$ cat config.mk
export PLATFORM = sky130hd
export DESIGN_NAME = pwr_mode_ctrl
export DESIGN_NICKNAME = d
export VERILOG_FILES = /design/src/rtl/pwr_pkg.sv /design/src/rtl/pwr_mode_fsm.sv /design/src/rtl/pwr_en_decode.sv /design/src/rtl/pwr_out_reg.sv /design/src/rtl/pwr_mode_ctrl.sv
export SDC_FILE = /design/constraint.sdc
export NUM_CORES = 1
export LEC_CHECK = 0
export BUFFER_PORTS_ARGS = -buffer_cell sky130_fd_sc_hd__buf_2
export CAP_MARGIN = 20
export CORE_UTILIZATION = 50
export CTS_CLUSTER_SIZE = 25
export DETAILED_ROUTE_END_ITERATION = 16
export GPL_TIMING_DRIVEN = 0
export HOLD_SLACK_MARGIN = 0.1
export PLACE_DENSITY = 0.85
export RECOVER_POWER = 100
export SYNTH_ARGS = -nofsm -noshare
export SYNTH_HDL_FRONTEND = slang
export SYNTH_HIERARCHICAL = 1
export SYNTH_SLANG_ARGS = --single-unit
export TNS_END_PERCENT = 5
$ cat constraint.sdc
create_clock -name clk -period 4.4 [get_ports clk]
set_input_delay 0.44 -clock clk [delete_from_list [all_inputs] [get_ports clk]]
set_output_delay 0.44 -clock clk [all_outputs]
set_load 0.03 [all_outputs]
$ cat src/rtl/pwr_pkg.sv
// Package: shared state encoding and clock-enable bundle for the power-mode
// controller. Assumes one clock domain for all controller state.
package pwr_pkg;

    typedef enum logic [2:0] {
        ST_RUN    = 3'd0,
        ST_WAIT   = 3'd1,
        ST_STOP   = 3'd2,
        ST_WK_OSC = 3'd3,
        ST_WK_PLL = 3'd4,
        ST_WK_CLK = 3'd5
    } pm_state_e;

    typedef struct packed {
        logic core;
        logic mem;
        logic sys;
        logic per;
        logic pll;
        logic osc;
    } clk_en_s;

    localparam logic [1:0] MODE_RUN  = 2'd0;
    localparam logic [1:0] MODE_WAIT = 2'd1;
    localparam logic [1:0] MODE_STOP = 2'd2;
    localparam logic [1:0] MODE_WAKE = 2'd3;

endpackage

$ cat src/rtl/pwr_mode_fsm.sv
// Module: mode state machine. Accepts gated wait/stop requests in run only,
// leaves wait or stop on a wake pulse and steps through the restart states.
// Captures the deep-stop choice on stop entry. Exposes the next state so that
// the output registers can load the enables together with the state.
module pwr_mode_fsm
    import pwr_pkg::*;
(
    input  logic      clk,
    input  logic      rst_n,
    input  logic      wait_req,
    input  logic      stop_req,
    input  logic      wake,
    input  logic      cfg_wait_en,
    input  logic      cfg_stop_en,
    input  logic      cfg_stop_deep,
    output pm_state_e state_q,
    output pm_state_e state_nxt,
    output logic      deep_nxt
);

    logic deep_q;
    logic take_stop;
    logic take_wait;

    // Qualify requests with their enable bits; stop has priority over wait.
    always_comb begin
        take_stop = stop_req && cfg_stop_en;
        take_wait = wait_req && cfg_wait_en && !take_stop;
    end

    // Next-state and deep-flag selection.
    always_comb begin
        state_nxt = state_q;
        deep_nxt  = deep_q;
        unique case (state_q)
            ST_RUN: begin
                if (take_stop) begin
                    state_nxt = ST_STOP;
                    deep_nxt  = cfg_stop_deep;
                end else if (take_wait) begin
                    state_nxt = ST_WAIT;
                end
            end
            ST_WAIT: begin
                if (wake) state_nxt = ST_WK_CLK;
            end
            ST_STOP: begin
                if (wake) state_nxt = deep_q ? ST_WK_OSC : ST_WK_CLK;
            end
            ST_WK_OSC: state_nxt = ST_WK_PLL;
            ST_WK_PLL: state_nxt = ST_WK_CLK;
            ST_WK_CLK: begin
                state_nxt = ST_RUN;
                deep_nxt  = 1'b0;
            end
            default: begin
                state_nxt = ST_RUN;
                deep_nxt  = 1'b0;
            end
        endcase
    end

    // State and deep-flag registers.
    always_ff @(posedge clk) begin
        if (!rst_n) begin
            state_q <= ST_RUN;
            deep_q  <= 1'b0;
        end else begin
            state_q <= state_nxt;
            deep_q  <= deep_nxt;
        end
    end

endmodule

$ cat src/rtl/pwr_en_decode.sv
// Module: combinational decode of a controller state into clock-group enables,
// watchdog halt and PWM blanking. Pure logic; the caller registers the result.
module pwr_en_decode
    import pwr_pkg::*;
(
    input  pm_state_e state,
    input  logic      deep,
    input  logic      debug_mode,
    input  logic      cfg_wait_wdog_off,
    input  logic      cfg_wait_pwm_off,
    input  logic      cfg_dbg_pwm_off,
    output clk_en_s   en,
    output logic      wdog_halt,
    output logic      pwm_off,
    output logic [1:0] mode_code
);

    // Clock groups and mode code per state.
    always_comb begin
        en        = '0;
        mode_code = MODE_WAKE;
        unique case (state)
            ST_RUN: begin
                en        = '1;
                mode_code = MODE_RUN;
            end
            ST_WAIT: begin
                en.per    = 1'b1;
                en.pll    = 1'b1;
                en.osc    = 1'b1;
                mode_code = MODE_WAIT;
            end
            ST_STOP: begin
                en.pll    = !deep;
                en.osc    = !deep;
                mode_code = MODE_STOP;
            end
            ST_WK_OSC: en.osc = 1'b1;
            ST_WK_PLL: begin
                en.osc = 1'b1;
                en.pll = 1'b1;
            end
            ST_WK_CLK: begin
                en.osc = 1'b1;
                en.pll = 1'b1;
                en.sys = 1'b1;
                en.per = 1'b1;
            end
            default: begin
                en        = '1;
                mode_code = MODE_RUN;
            end
        endcase
    end

    // Watchdog halt and PWM blanking from mode, debug and option bits.
    always_comb begin
        wdog_halt = debug_mode || (state == ST_STOP)
                 || ((state == ST_WAIT) && cfg_wait_wdog_off);
        pwm_off   = (debug_mode && cfg_dbg_pwm_off)
                 || ((state == ST_WAIT) && cfg_wait_pwm_off);
    end

endmodule

$ cat src/rtl/pwr_out_reg.sv
// Module: output register stage. Loads decoded enables on the same edge as the
// state so that every clock-gate enable leaves a flop. Peripheral enables are
// the group enable combined with each software gate bit.
module pwr_out_reg
    import pwr_pkg::*;
#(
    parameter int N_PERIPH = 4
) (
    input  logic                clk,
    input  logic                rst_n,
    input  clk_en_s             en,
    input  logic                wdog_halt,
    input  logic                pwm_off,
    input  logic [1:0]          mode_code,
    input  logic [N_PERIPH-1:0] periph_gate,
    output logic [1:0]          mode,
    output logic                core_clk_en,
    output logic                mem_clk_en,
    output logic                sys_clk_en,
    output logic [N_PERIPH-1:0] per_clk_en,
    output logic                pll_en,
    output logic                osc_en,
    output logic                wdog_run,
    output logic                pwm_disable
);

    // Shared group enables and control outputs.
    always_ff @(posedge clk) begin
        if (!rst_n) begin
            mode        <= MODE_RUN;
            core_clk_en <= 1'b1;
            mem_clk_en  <= 1'b1;
            sys_clk_en  <= 1'b1;
            pll_en      <= 1'b1;
            osc_en      <= 1'b1;
            wdog_run    <= 1'b1;
            pwm_disable <= 1'b0;
        end else begin
            mode        <= mode_code;
            core_clk_en <= en.core;
            mem_clk_en  <= en.mem;
            sys_clk_en  <= en.sys;
            pll_en      <= en.pll;
            osc_en      <= en.osc;
            wdog_run    <= !wdog_halt;
            pwm_disable <= pwm_off;
        end
    end

    // One gated enable flop per peripheral.
    for (genvar i = 0; i < N_PERIPH; i++) begin : g_per
        always_ff @(posedge clk) begin
            if (!rst_n) per_clk_en[i] <= 1'b0;
            else        per_clk_en[i] <= en.per && periph_gate[i];
        end
    end

endmodule

$ cat src/rtl/pwr_mode_ctrl.sv
// Module: top of the power-mode clock gating controller. Joins the state
// machine, the enable decode and the output registers. Assumes single-cycle
// wake/request pulses are synchronous to clk.
module pwr_mode_ctrl
    import pwr_pkg::*;
#(
    parameter int N_PERIPH = 4
) (
    input  logic                clk,
    input  logic                rst_n,
    input  logic                wait_req,
    input  logic                stop_req,
    input  logic                wake,
    input  logic                debug_mode,
    input  logic                cfg_wait_en,
    input  logic                cfg_stop_en,
    input  logic                cfg_stop_deep,
    input  logic                cfg_wait_wdog_off,
    input  logic                cfg_wait_pwm_off,
    input  logic                cfg_dbg_pwm_off,
    input  logic [N_PERIPH-1:0] periph_gate,
    output logic [1:0]          mode,
    output logic                core_clk_en,
    output logic                mem_clk_en,
    output logic                sys_clk_en,
    output logic [N_PERIPH-1:0] per_clk_en,
    output logic                pll_en,
    output logic                osc_en,
    output logic                wdog_run,
    output logic                pwm_disable
);

    pm_state_e  state_q;
    pm_state_e  state_nxt;
    logic       deep_nxt;
    clk_en_s    en_nxt;
    logic       wdog_halt_nxt;
    logic       pwm_off_nxt;
    logic [1:0] mode_nxt;

    pwr_mode_fsm u_fsm (
        .clk           (clk),
        .rst_n         (rst_n),
        .wait_req      (wait_req),
        .stop_req      (stop_req),
        .wake          (wake),
        .cfg_wait_en   (cfg_wait_en),
        .cfg_stop_en   (cfg_stop_en),
        .cfg_stop_deep (cfg_stop_deep),
        .state_q       (state_q),
        .state_nxt     (state_nxt),
        .deep_nxt      (deep_nxt)
    );

    pwr_en_decode u_dec (
        .state             (state_nxt),
        .deep              (deep_nxt),
        .debug_mode        (debug_mode),
        .cfg_wait_wdog_off (cfg_wait_wdog_off),
        .cfg_wait_pwm_off  (cfg_wait_pwm_off),
        .cfg_dbg_pwm_off   (cfg_dbg_pwm_off),
        .en                (en_nxt),
        .wdog_halt         (wdog_halt_nxt),
        .pwm_off           (pwm_off_nxt),
        .mode_code         (mode_nxt)
    );

    pwr_out_reg #(.N_PERIPH(N_PERIPH)) u_out (
        .clk         (clk),
        .rst_n       (rst_n),
        .en          (en_nxt),
        .wdog_halt   (wdog_halt_nxt),
        .pwm_off     (pwm_off_nxt),
        .mode_code   (mode_nxt),
        .periph_gate (periph_gate),
        .mode        (mode),
        .core_clk_en (core_clk_en),
        .mem_clk_en  (mem_clk_en),
        .sys_clk_en  (sys_clk_en),
        .per_clk_en  (per_clk_en),
        .pll_en      (pll_en),
        .osc_en      (osc_en),
        .wdog_run    (wdog_run),
        .pwm_disable (pwm_disable)
    );

endmodule

==> flow_metrics.env <==
export IMPL_detailed_place_area_um2=919.6
export IMPL_worst_slack_ns=2.343
export IMPL_post_route_antenna_net_violation_count=0
export IMPL_hpwl_mm=1.052
export IMPL_finalNetCount=129
export IMPL_groute_usage_overall=0.1910
export IMPL_fin_cells=127
export IMPL_drive_gt1_frac=0.2321
export IMPL_grt_max_degree=11
export IMPL_crit_arrival_ns=2.24
export IMPL_finalSetupViolCount=0
export IMPL_route_detailed_drc=0
export IMPL_rr_startpoint="u_fsm/state_q[1]"
export IMPL_min_path_type="in -> reg"
export IMPL_antenna_violations_before_repair=0
export IMPL_h_tree_depth=1
export IMPL_synth_ff_type="sky130_fd_sc_hd__dfxtp_1"
export IMPL_first_global_vias=534
export IMPL_rows=13
export IMPL_fin_area_um2=909.6
export IMPL_cp_start_kind="flop"
export IMPL_global_placer_s_final_weighted_congestion=0.8201
export IMPL_dieWidth_um=41.01
export IMPL_post_place_ws_ns=2.388
export IMPL_dr_first_iter_drc_count=15
export IMPL_antenna_cells_inserted=0
export IMPL_slew_limit_headroom=0.6228
export IMPL_min_from="periph_gate[0]"
export IMPL_final_max_slew_viol_count=0
export IMPL_ir_drop_mv=0.2485
export IMPL_endpoint_kind="flop"
export IMPL_netlist_cell_type_count=34
export IMPL_run_status="completed"
export IMPL_synthTopCellsByArea="sky130_fd_sc_hd__dfxtp_1, sky130_fd_sc_hd__and3_1, sky130_fd_sc_hd__nand2b_1, sky130_fd_sc_hd__and2_1, sky130_fd_sc_hd__o21ai_0"
export IMPL_timing_worst_slew_pin_value_ns=0.5516
export IMPL_filler_cell_count=130
export IMPL_global_route_wire_length_before_repair_mm=2.097
export IMPL_firstDrtPassIters=4
export IMPL_worst_path_max_fanout=9
export IMPL_synthArstFlopShare=0
export IMPL_post_cts_hold_buffer_count=0
export IMPL_max_freq_mhz=486.1
export IMPL_critPathLaunch="u_fsm/state_q[1]"
export IMPL_routed_via_density=5.220
export IMPL_cts_root_buf="sky130_fd_sc_hd__clkbuf_4"
export IMPL_cp_data_required_time_ns=4.58
export IMPL_fin_crit_sh=0.4676
export IMPL_cts_made_buffers=3
export IMPL_synth_cells=80
export IMPL_p_leak_nw=0.4233
export IMPL_yosysTopAreaCell="sky130_fd_sc_hd__dfxtp_1"
export IMPL_clockBufferDepth=2
export IMPL_grt_overflow=0
export IMPL_post_synth_instance_area_um2=760.7
export IMPL_finalClockSkew_ns=0.004604
export IMPL_synthesis_nets=96
export IMPL_cts_sinks=17
export IMPL_final_min_clock_period_ns=2.057
export IMPL_timing_hold_violations_final=0
export IMPL_cts_repair_timing_setup_buffer_count=0
export IMPL_worst_setup_hold_path_clk_slew_ns=0.09
export IMPL_fp_coreArea_um2=1350
export IMPL_route_final_wire_length_mm=1.351
export IMPL_setup_repair_after_global_routing_missed_its_margin="false"
export IMPL_timing_setup_critical_path_class="reg -> reg"
export IMPL_tns_ns=0
export IMPL_synth_seq_cells=17
export IMPL_portBuffers=28
export IMPL_power_per_cell_area_nw_per_um2=471.9
export IMPL_number_of_primary_i_o_pins=29
export IMPL_synth_top_area_share=0.4474
export IMPL_avgSynthCellArea_um2=9.509
export IMPL_die_area_um2=1681
export IMPL_dr_total_vias=663
export IMPL_post_cts_resized=0
export IMPL_total_power_mw=0.4293
export IMPL_dieHeight_um=41.01
export IMPL_most_used_standard_cells_in_the_synthesized_netlist="sky130_fd_sc_hd__dfxtp_1, sky130_fd_sc_hd__and3_1, sky130_fd_sc_hd__nand2_1, sky130_fd_sc_hd__nand2b_1, sky130_fd_sc_hd__o21ai_0"
export IMPL_synth_enable_flop_cells=0
export IMPL_syn_to_final_growth_pct=19.57
export IMPL_place_inst=123
export IMPL_cell_with_the_most_instances_after_synthesis="sky130_fd_sc_hd__dfxtp_1"
export IMPL_worst_skew_pair_later_pin_latency_ns=0.28
export IMPL_tritoncts_clock_tree="yes"
export IMPL_synth_yosys_warnings=6
export IMPL_max_cap_violations=0
export IMPL_register_area_share_after_synthesis=0.4474
export IMPL_floorplan_initialDensity=0.5635
export IMPL_detail_route_wl_per_cell_um=10.64
critical path: stages, from the launching register on:
cell,delay [ns]
sky130_fd_sc_hd__dfxtp_1,0.45
sky130_fd_sc_hd__a21oi_2,0.04
sky130_fd_sc_hd__a2111oi_0,0.52
sky130_fd_sc_hd__clkbuf_1,0.33
sky130_fd_sc_hd__nor2b_1,0.24
sky130_fd_sc_hd__o21ba_1,0.20
sky130_fd_sc_hd__and3_1,0.16
final cells by class:
cell class	instances	area, um2	share of cell area
Timing Repair Buffer	28	123.9	0.1362
Inverter	5	18.77	0.02063
Clock buffer	3	22.52	0.02476
Tap cell	15	18.77	0.02063
Multi-Input combinational cell	54	350.3	0.3851
Buffer	4	30.03	0.03301
Sequential cell	17	340.3	0.3741
Clock inverter	1	5.005	0.005502
cells by family (layout without fill, tap and decap cells):
logic type      after synthesis  count (layout)  synth area share
xor+xnor                      1               1           0.01152
simple gates                 35              35            0.2763
flops                        17              17            0.4474
buf+inv                       9              41           0.07401
compound gates               18              18            0.1908
placed cells by master (no fill, tap or decap), drive strengths merged, types with 2 or more instances in the layout:
| master | n |
|---|---|
| and3 | 5 |
| o21ai | 6 |
| a21oi | 2 |
| or2b | 3 |
| inv | 5 |
| nor2b | 3 |
| clkbuf | 18 |
| nand2 | 5 |
| dfxtp | 17 |
| nand2b | 5 |
| nor2 | 2 |
| buf | 17 |
| nand3 | 2 |
| and2 | 4 |
power by group:
group          switching [mW]  total (mW)  internal, mW
Sequential             0.0120       0.190         0.178
Combinational          0.0973       0.161        0.0632
Clock                  0.0449      0.0786        0.0337
stage by stage:
step           hold WS, ns  utilization
2_1_floorplan       0.5097            -
3_3_place_gp        0.5363       0.6812
3_5_place_dp        0.5637       0.6812
4_1_cts             0.3730       0.7016
5_1_grt             0.3656       0.6738
6_report            0.3795       0.6738
registers in the layout, indices dropped and copies added (netlist names):
signal and count:
u_out/pwm_disable 1, u_out/core_clk_en 1, u_out/sys_clk_en 1, u_out/osc_en 1, u_out/mem_clk_en 1, u_out/mode 2, u_out/pll_en 1, u_out/wdog_run 1
u_fsm/state_q 3, u_out/per_clk_en 4, u_fsm/deep_q 1
metal layers:
layer	vias to the layer above	routed length (um)	GRT usage
li1	342	-	-
met1	300	630	0.2092
met2	19	647	0.3438
met3	2	66	0.06522
met4	0	6	0.05000
met5	-	0	0
worst paths after layout:
kind	endpoint	slack (ns)	cells after the start
min reg2reg	u_fsm/deep_q	0.58	2
max	u_out/per_clk_en[0]	2.34	6
min	u_out/per_clk_en[0]	0.38	2
max reg2reg	u_out/per_clk_en[0]	2.34	6
No activity file was read; power rests on OpenSTA's default activity.
